==> src/rtl/hclk_pkg.sv <==
package hclk_pkg;
  localparam int CODE_W = 4;
  localparam int LEN_W  = CODE_W + 1;

  typedef enum logic [1:0] {
    MODE_SINGLE  = 2'd0,
    MODE_REPEAT  = 2'd1,
    MODE_PATTERN = 2'd2,
    MODE_RSVD    = 2'd3
  } blank_mode_e;

  function automatic logic mode_allows_wide(blank_mode_e m);
    return (m == MODE_SINGLE) || (m == MODE_REPEAT);
  endfunction
endpackage

==> src/rtl/hclk_rate_sel.sv <==
module hclk_rate_sel
  import hclk_pkg::*;
#(
  parameter int CW = CODE_W,
  localparam int LW = CW + 1
) (
  input  logic          blank_i,
  input  logic [CW-1:0] code_i,
  input  logic [1:0]    mode_i,
  output logic          wide_o,
  output logic [LW-1:0] len_o
);
  blank_mode_e mode;
  assign mode   = blank_mode_e'(mode_i);
  assign wide_o = blank_i && (code_i != '0) && mode_allows_wide(mode);
  // phase length in half-pixel steps = 2N
  assign len_o  = {code_i, 1'b0};
endmodule

==> src/rtl/hclk_div_cnt.sv <==
module hclk_div_cnt #(
  parameter int LW = 5
) (
  input  logic          clk_i,
  input  logic          rst_ni,
  input  logic          step_i,
  input  logic          wide_i,
  input  logic [LW-1:0] len_i,
  output logic          entry_o,
  output logic          phase_end_o
);
  logic [LW-1:0] cnt_q;
  logic          wide_q;
  logic          at_end;

  assign at_end      = cnt_q >= len_i;
  assign entry_o     = step_i && wide_i && !wide_q;
  assign phase_end_o = step_i && wide_i && wide_q && at_end;

  always_ff @(posedge clk_i or negedge rst_ni) begin
    if (!rst_ni) begin
      cnt_q  <= '0;
      wide_q <= 1'b0;
    end else if (step_i) begin
      wide_q <= wide_i;
      if (!wide_i)        cnt_q <= '0;
      else if (!wide_q)   cnt_q <= LW'(1);  // restart on entry
      else if (at_end)    cnt_q <= LW'(1);
      else                cnt_q <= cnt_q + LW'(1);
    end
  end

  AST_CNT_BOUND: assert property (@(posedge clk_i) disable iff (!rst_ni)
    wide_q |-> cnt_q <= len_i || !wide_i || $changed(len_i));
  AST_CNT_HOLD: assert property (@(posedge clk_i) disable iff (!rst_ni)
    !step_i |=> $stable(cnt_q));
endmodule

==> src/rtl/hclk_widener.sv <==
module hclk_widener
  import hclk_pkg::*;
(
  input  logic              clk_i,
  input  logic              rst_ni,
  input  logic              hstep_i,
  input  logic              blank_i,
  input  logic [CODE_W-1:0] width_code_i,
  input  logic [1:0]        blank_mode_i,
  output logic              hclk_p_o,
  output logic              hclk_n_o
);
  logic             wide;
  logic [LEN_W-1:0] len;
  logic             entry;
  logic             phase_end;
  logic             p_q, n_q;

  hclk_rate_sel #(.CW(CODE_W)) u_rate_sel (
    .blank_i (blank_i),
    .code_i  (width_code_i),
    .mode_i  (blank_mode_i),
    .wide_o  (wide),
    .len_o   (len)
  );

  hclk_div_cnt #(.LW(LEN_W)) u_div_cnt (
    .clk_i       (clk_i),
    .rst_ni      (rst_ni),
    .step_i      (hstep_i),
    .wide_i      (wide),
    .len_i       (len),
    .entry_o     (entry),
    .phase_end_o (phase_end)
  );

  always_ff @(posedge clk_i or negedge rst_ni) begin
    if (!rst_ni) begin
      p_q <= 1'b0;
      n_q <= 1'b1;
    end else if (entry) begin
      p_q <= 1'b1;
      n_q <= 1'b0;
    end else if (hstep_i && (!wide || phase_end)) begin
      p_q <= ~p_q;
      n_q <= ~n_q;
    end
  end

  assign hclk_p_o = p_q;
  assign hclk_n_o = n_q;

  AST_COMPLEMENT: assert property (@(posedge clk_i) disable iff (!rst_ni)
    hclk_p_o != hclk_n_o);
  AST_NO_STEP_HOLD: assert property (@(posedge clk_i) disable iff (!rst_ni)
    !hstep_i |=> $stable(hclk_p_o));
  AST_NARROW_TOGGLE: assert property (@(posedge clk_i) disable iff (!rst_ni)
    (hstep_i && !blank_i) |=> hclk_p_o != $past(hclk_p_o));
  AST_MODE_BLOCK: assert property (@(posedge clk_i) disable iff (!rst_ni)
    (hstep_i && blank_mode_i[1]) |=> hclk_p_o != $past(hclk_p_o));
  AST_ENTRY_HIGH: assert property (@(posedge clk_i) disable iff (!rst_ni)
    entry |=> hclk_p_o);
endmodule

==> config.mk <==
export PLATFORM = sky130hd
export DESIGN_NAME = hclk_widener
export DESIGN_NICKNAME = d
export VERILOG_FILES = /design/src/rtl/hclk_pkg.sv /design/src/rtl/hclk_rate_sel.sv /design/src/rtl/hclk_div_cnt.sv /design/src/rtl/hclk_widener.sv
export SDC_FILE = /design/constraint.sdc
export NUM_CORES = 1
export LEC_CHECK = 0
export ABC_AREA = 1
export BUFFER_PORTS_ARGS = -buffer_cell sky130_fd_sc_hd__buf_4
export CORE_AREA = 2 2 39 41
export DETAILED_ROUTE_END_ITERATION = 10
export DIE_AREA = 0 0 41 43
export GPL_TIMING_DRIVEN = 0
export MAX_ROUTING_LAYER = met4
export PLACE_DENSITY = 0.69
export SYNTH_ARGS = -nofsm -noshare
export SYNTH_HDL_FRONTEND = slang
export SYNTH_SLANG_ARGS = --single-unit
export TNS_END_PERCENT = 100
==> constraint.sdc <==
create_clock -name clk_i -period 1.75 [get_ports clk_i]
set_input_delay 0.35 -clock clk_i [delete_from_list [all_inputs] [get_ports clk_i]]
set_output_delay 0.35 -clock clk_i [all_outputs]
set_load 0.1 [all_outputs]
==> results of run 1 <==
through the flow:
stage | hold slack (ns) | utilization | instances
finish | 0.4464 | 0.4756 | 101
global route | 0.4691 | 0.4756 | 101
CTS | 0.4521 | 0.4756 | 101
detailed placement | 0.1718 | 0.4494 | 96
global placement | 0.1737 | 0.4494 | 96
floorplan | 0.05441 | - | 70
registers in the layout (all words and copies together), names as in the netlist:
name,count
u_div_cnt.wide_q,1
hclk_p_o,1
hclk_n_o,1
u_div_cnt.cnt_q,5
how the worst min path moves through the flow:
stage / start / endpoint / slack [ns] / cells past startpoint
6_report: rst_ni / u_div_cnt.cnt_q[3] / 0.45 / 2
5_1_grt: rst_ni / u_div_cnt.cnt_q[3] / 0.47 / 2
4_1_cts: rst_ni / u_div_cnt.cnt_q[3] / 0.45 / 2
3_5_place_dp: rst_ni / u_div_cnt.cnt_q[3] / 0.17 / 1
3_3_place_gp: rst_ni / u_div_cnt.cnt_q[2] / 0.17 / 1
2_1_floorplan: rst_ni / hclk_p_o / 0.05 / 0
Yosys cell counts:
master | number | area [um2]
dfstp_2 | 1 | 26.28
a21oi_1 | 5 | 25.02
o21bai_1 | 1 | 7.510
nand2_2 | 2 | 12.51
xor2_1 | 3 | 26.28
buf_4 | 1 | 7.510
o21ai_1 | 1 | 5.000
dfrtp_1 | 7 | 175.2
nand4_1 | 3 | 18.77
inv_1 | 12 | 45.04
nor2_1 | 6 | 22.52
nor2_2 | 1 | 6.260
ha_1 | 5 | 62.56
nand2_1 | 19 | 71.32
nand3_1 | 3 | 15.01
kinds of logic after synthesis:
kind of cell | Yosys count | synth area share
compound gates | 7 | 0.07125
xor+xnor | 3 | 0.04989
fa+ha+maj | 5 | 0.1188
buf+inv | 13 | 0.09976
flops | 8 | 0.3824
simple gates | 34 | 0.2779
final cells by class:
cell class,count,area [um2],share of cell area
well taps,16,20.02,0.03042
inverters,12,45.04,0.06844
multi-input cells,49,272.8,0.4144
repair buffers,11,85.08,0.1293
clock buffers,4,26.28,0.03992
plain buffers,1,7.507,0.01141
flip-flops and latches,8,201.4,0.3061
per-layer routing:
layer  track usage  vias to the layer above
met5             -                        -
met4       0.06000                        0
met3       0.04712                        0
met2        0.1906                        9
met1        0.2007                      207
li1              -                      251
power by group:
group / switching (mW) / internal (mW) / total, mW
combinational: 0.108 / 0.0446 / 0.153
sequential: 0.0109 / 0.201 / 0.212
clock: 0.0629 / 0.0872 / 0.150
total: 0.182 / 0.333 / 0.516
==> summary.md, run 1 <==
| Metric | Value |
|---|---|
| Outcome | complete, no violations |
| # setup viols final | 0 |
| Area growth, synth to finish | 24.94% |
| Placement Cell Area | 621.8 um2 |
| Routed Antenna Nets | 0 |
| Met3 wire length | 54 um |
| Met2 wire length | 462 um |
| Share of layout cells above drive strength 1 | 0.2118 |
| DIE AREA | 1763 um2 |
| Capturing point of the worst reg2reg path | hclk_p_o |
| Slowest cell delay on critical path | 0.41 ns |
| LEAKAGE | 0.3652 nW |
| CTS buffer count | 3 |
| ANT cells | 0 |
| Initial Util | 0.3807 |
| Clock sinks | 8 |
| TritonCTS clock tree | yes |
| Resized cells post-CTS | 0 |
| Endpoints failing hold | 0 |
| DP HPWL | 789.5 um |
| Worst-path clk slew | 0.06 ns |
| Crit path max-delay family | simple AND/OR/NAND/NOR gates |
| Slowest cell on crit path | dfrtp_1 |
| Critical Path Stages | 9 |
| Global-route total usage across every layer | 0.1448 |
| Residual DRC | 0 |
| Reg2reg start | u_div_cnt.cnt_q[3] |
| CP Capture Type | register |
| Setup crit start | u_div_cnt.cnt_q[3] |
| Peak fanout along the critical path | 7 |
| Hold Path Class | in2async |
| Power Total | 0.5156 mW |
| Most frequent cells in the layout | nand2_1 (19), inv_1 (12), buf_4 (11) |
| Worst path bufs/invs | 0 |
| First-pass GRT wire length | 1656 um |
| IO Port Bufs | 10 |
| 1st-iter DRT viols | 6 |
| Period minus WS final | 1.430 ns |
| Critical Path Source Type | register |
| Die Span Y | 43 um |
| CP most frequent cell | nand2_1 |
| Reg-to-reg setup timing slack | 0.32 ns |
| Worst EP required | 1.88 ns |
| Fillers | 139 |
| Vias in the first global route | 407 |
| Worst setup margin | 0.3195 ns |
| Crit path to | hclk_p_o |
| Distinct cells, synth | 15 |
| Final period utilization | 0.8174 |
| Reg2Reg Depth | 9 |
| Gate Count Post-Synth | 70 |
| Avg Inst Size Synth | 7.525 um2 |
| Post-CTS Hold Buffers | 1 |
| Slew Viols, Final | 0 |
| Core area | 1384 um2 |
| Fmax | 0.6991 GHz |
| Mapped Area | 526.8 um2 |
| # rows | 14 |
| CTS H-tree depth | 1 |
| Largest net degree at the start of global routing | 11 |
| Synthesized flop and latch total | 8 |
| Pwr dens | 783.5 nW/um2 |
| Commonest non-fill, non-tap cell in the layout | nand2_1 |
| Worst skew pair latency | 0.25 ns |
| Data arrival, critical path | 1.56 ns |
| Syn_nets | 85 |
| Relative slew slack | 0.8160 |
| Root buffer cell | clkbuf_4 |
| M1 wire length | 454 um |
| Per-cell routed wire length | 9.614 um |
| Die W | 41 um |
| Finished Cell Area | 658.1 um2 |
| Io pins | 12 |
| Post-synthesis sequential area ratio | 0.3824 |
| RSZ-0062 raised after global routing | no |
| Final nets | 101 |
| Worst path cell trace | ha_1 -> nand2_1 -> nor2_1 -> nand2_1 -> nand2_1 -> nor2_2 -> nand2_2 -> nand3_1 -> nand2_1 |
| Critical path class | reg2reg |
| 1st-pass router iterations | 4 |
| GP Congestion | 0.8065 |
| Max-Cap Viols | 0 |
| Post-DR vias/cell | 4.624 |
| Slew @ Worst Pin | 0.2782 ns |
| GRT overflow | 0 |
| Place WS | 0.2234 ns |
| Total wire length | 971 um |
| Clock tree buffer depth | 2 |
| Highest routed layer | met3 |
| Warnings from Yosys | 0 |
| Postcts setup bufs | 0 |
| Worst Skew | 0.009487 ns |
| Worst VDD drop | 0.5160 mV |
| Total negative setup slack | 0 ns |
| Vias | 467 |
| Initial antenna violation count | 0 |
Note: power is estimated with default switching activity, not from simulation.
==> inputs of run 2 (changes only) <==
PLACE_DENSITY = 0.71   (was 0.69)
clock period = 1.2 ns   (was 1.75 ns; I/O delays follow)
==> run 2 against run 1 <==
Effect of this change: the flow now finishes with violations (negative setup slack); global-route usage increased by 1.0 points; critical path depth rose by 1; cell area up 23%; die area unchanged; non-clock buffer count is 7 higher; largest power group unchanged.
==> summary.md, run 2 (synthesized netlist as in run 1, its figures left out) <==
| Metric | Value |
|---|---|
| Outcome | finished with violations |
| Failing checks | negative setup slack |
| Worst-path clk slew | 0.06 ns |
| Relative slew slack | 0.8171 |
| 1st-pass router iterations | 3 |
| RSZ-0062 raised after global routing | yes |
| Root buffer cell | clkbuf_4 |
| Slowest cell on crit path | dfrtp_1 |
| Peak fanout along the critical path | 7 |
| # setup viols final | 8 |
| Total negative setup slack | -1.205 ns |
| Reg2reg start | u_div_cnt.cnt_q[3] |
| Slew @ Worst Pin | 0.2767 ns |
| Critical Path Source Type | register |
| Max FFs per register | 5 |
| # rows | 14 |
| Post-DR vias/cell | 4.815 |
| Final period utilization | 1.198 |
| Die W | 41 um |
| Core area | 1384 um2 |
| Routed Antenna Nets | 0 |
| IO Port Bufs | 10 |
| Clock sinks | 8 |
| CTS buffer count | 3 |
| Placed Cells | 96 |
| GP Congestion | 0.8036 |
| Finished Cell Area | 808.3 um2 |
| Total wire length | 1217 um |
| Initial Util | 0.3807 |
| Final Util | 0.5841 |
| Area growth, synth to finish | 53.44% |
| Crit path max-delay family | simple AND/OR/NAND/NOR gates |
| Vias | 520 |
| DP HPWL | 787.9 um |
| 1st-iter DRT viols | 4 |
| Final nets | 108 |
| Period minus WS final | 1.438 ns |
| Max-Cap Viols | 0 |
| Worst setup margin | -0.2379 ns |
| ANT cells | 0 |
| Pwr dens | 1015 nW/um2 |
| Endpoints failing hold | 0 |
| Worst VDD drop | 0.5857 mV |
| Global-route total usage across every layer | 0.1549 |
| Critical path class | reg2reg |
| CP most frequent cell | nand2_1 |
| Worst path cell trace | ha_4 -> nand2_4 -> nor2_1 -> nand2_1 -> nand2_2 -> nor2_4 -> nand2_4 -> nand2_2 -> nand2_1 -> nand2_1 |
| Setup crit start | u_div_cnt.cnt_q[3] |
| Cell Count, Final, Fillers Out | 108 |
| Most frequent cells in the layout | nand2_1 (17), buf_4 (17), inv_1 (12) |
| TritonCTS clock tree | yes |
| Clock tree buffer depth | 2 |
| Io pins | 12 |
| Slew Viols, Final | 0 |
| Power Total | 0.8202 mW |
| Per-cell routed wire length | 11.27 um |
| Hold Path Class | in2async |
| Share of layout cells above drive strength 1 | 0.4022 |
| Die Span Y | 43 um |
| Data arrival, critical path | 1.58 ns |
| Worst EP required | 1.34 ns |
| Worst Skew | 0.01171 ns |
| Initial antenna violation count | 0 |
| Vias in the first global route | 481 |
| Slowest cell delay on critical path | 0.41 ns |
| CTS H-tree depth | 1 |
| Worst skew pair latency | 0.26 ns |
| Placement Cell Area | 621.8 um2 |
| Residual DRC | 0 |
| First-pass GRT wire length | 1814 um |
| Largest net degree at the start of global routing | 11 |
| CP Capture Type | register |
| Largest Register | u_div_cnt.cnt_q |
| Worst path bufs/invs | 0 |
| LEAKAGE | 0.4143 nW |
| Fillers | 126 |
| Fmax | 0.6954 GHz |
| DIE AREA | 1763 um2 |
| GRT overflow | 0 |
==> run 2: cell types whose count changed in the layout (fill, tap and decap cells not counted), moves of 2 or more <==
cell	delta
ha_1	-3
a21oi_2	+5
nand2_1	-2
nand2_4	+2
a21oi_1	-5
buf_4	+6
ha_4	+3
==> run 2: worst reg2reg max path: stages, from the launching register on <==
cell and delay [ns]:
dfrtp_1 0.41, ha_4 0.28, nand2_4 0.05, nor2_1 0.10, nand2_1 0.08, nand2_2 0.08, nor2_4 0.05, nand2_4 0.11
nand2_2 0.07, nand2_1 0.05, nand2_1 0.05
==> run 2: area by class of cell <==
type                            count  area (um2)  share of cell area
Buffer                              1       7.507            0.009288
Timing Repair Buffer               18       150.1              0.1858
Tap cell                           16       20.02             0.02477
Multi-Input combinational cell     49       357.8              0.4427
Clock buffer                        4       26.28             0.03251
Inverter                           12       45.04             0.05573
Sequential cell                     8       201.4              0.2492
==> run 2: path summary, 6_finish.rpt <==
kind / end / slack [ns] / cells after the start
min in group clk_i: u_div_cnt.cnt_q[0] / 0.35 / 6
hold reg to reg: hclk_p_o / 0.50 / 2
max in group asynchronous: hclk_n_o / 0.64 / 2
setup reg to reg: hclk_p_o / -0.24 / 10
hold / removal: u_div_cnt.cnt_q[3] / 0.33 / 2
setup / recovery: hclk_p_o / -0.24 / 10
==> run 2: per-stage QoR <==
step / hold slack (ns) / setup WS, ns
after detailed placement: 0.06343 / -0.2337
final: 0.3338 / -0.2379
after CTS: 0.3365 / -0.1993
after floorplan: -0.05559 / -0.1205
after global routing: 0.3620 / -0.3331
after global placement: 0.06365 / -0.2176
==> run 2: per-layer routing <==
layer / track usage / routed length, um
met1: 0.1794 / 488
met5: - / 0
met2: 0.2406 / 665
met3: 0.04712 / 46
met4: 0.06000 / 17
==> run 2: what timing repair did <==
item | 4_1_cts | 5_1_grt
resized for setup | 6 | 12
buffers inserted | 6 | 1
endpoints found under the hold margin | 8 | 0
endpoints found under the setup margin | 8 | 8
pin swaps | 3 | 5
hold buffers | 1 | 0
==> run 2: where the power goes <==
part	leakage [nW]	internal (mW)	total, mW	switching (mW)
registers	0.104	0.294	0.313	0.0191
logic	0.295	0.100	0.276	0.176
clock network	0.0150	0.128	0.231	0.103
total	0.414	0.522	0.820	0.298
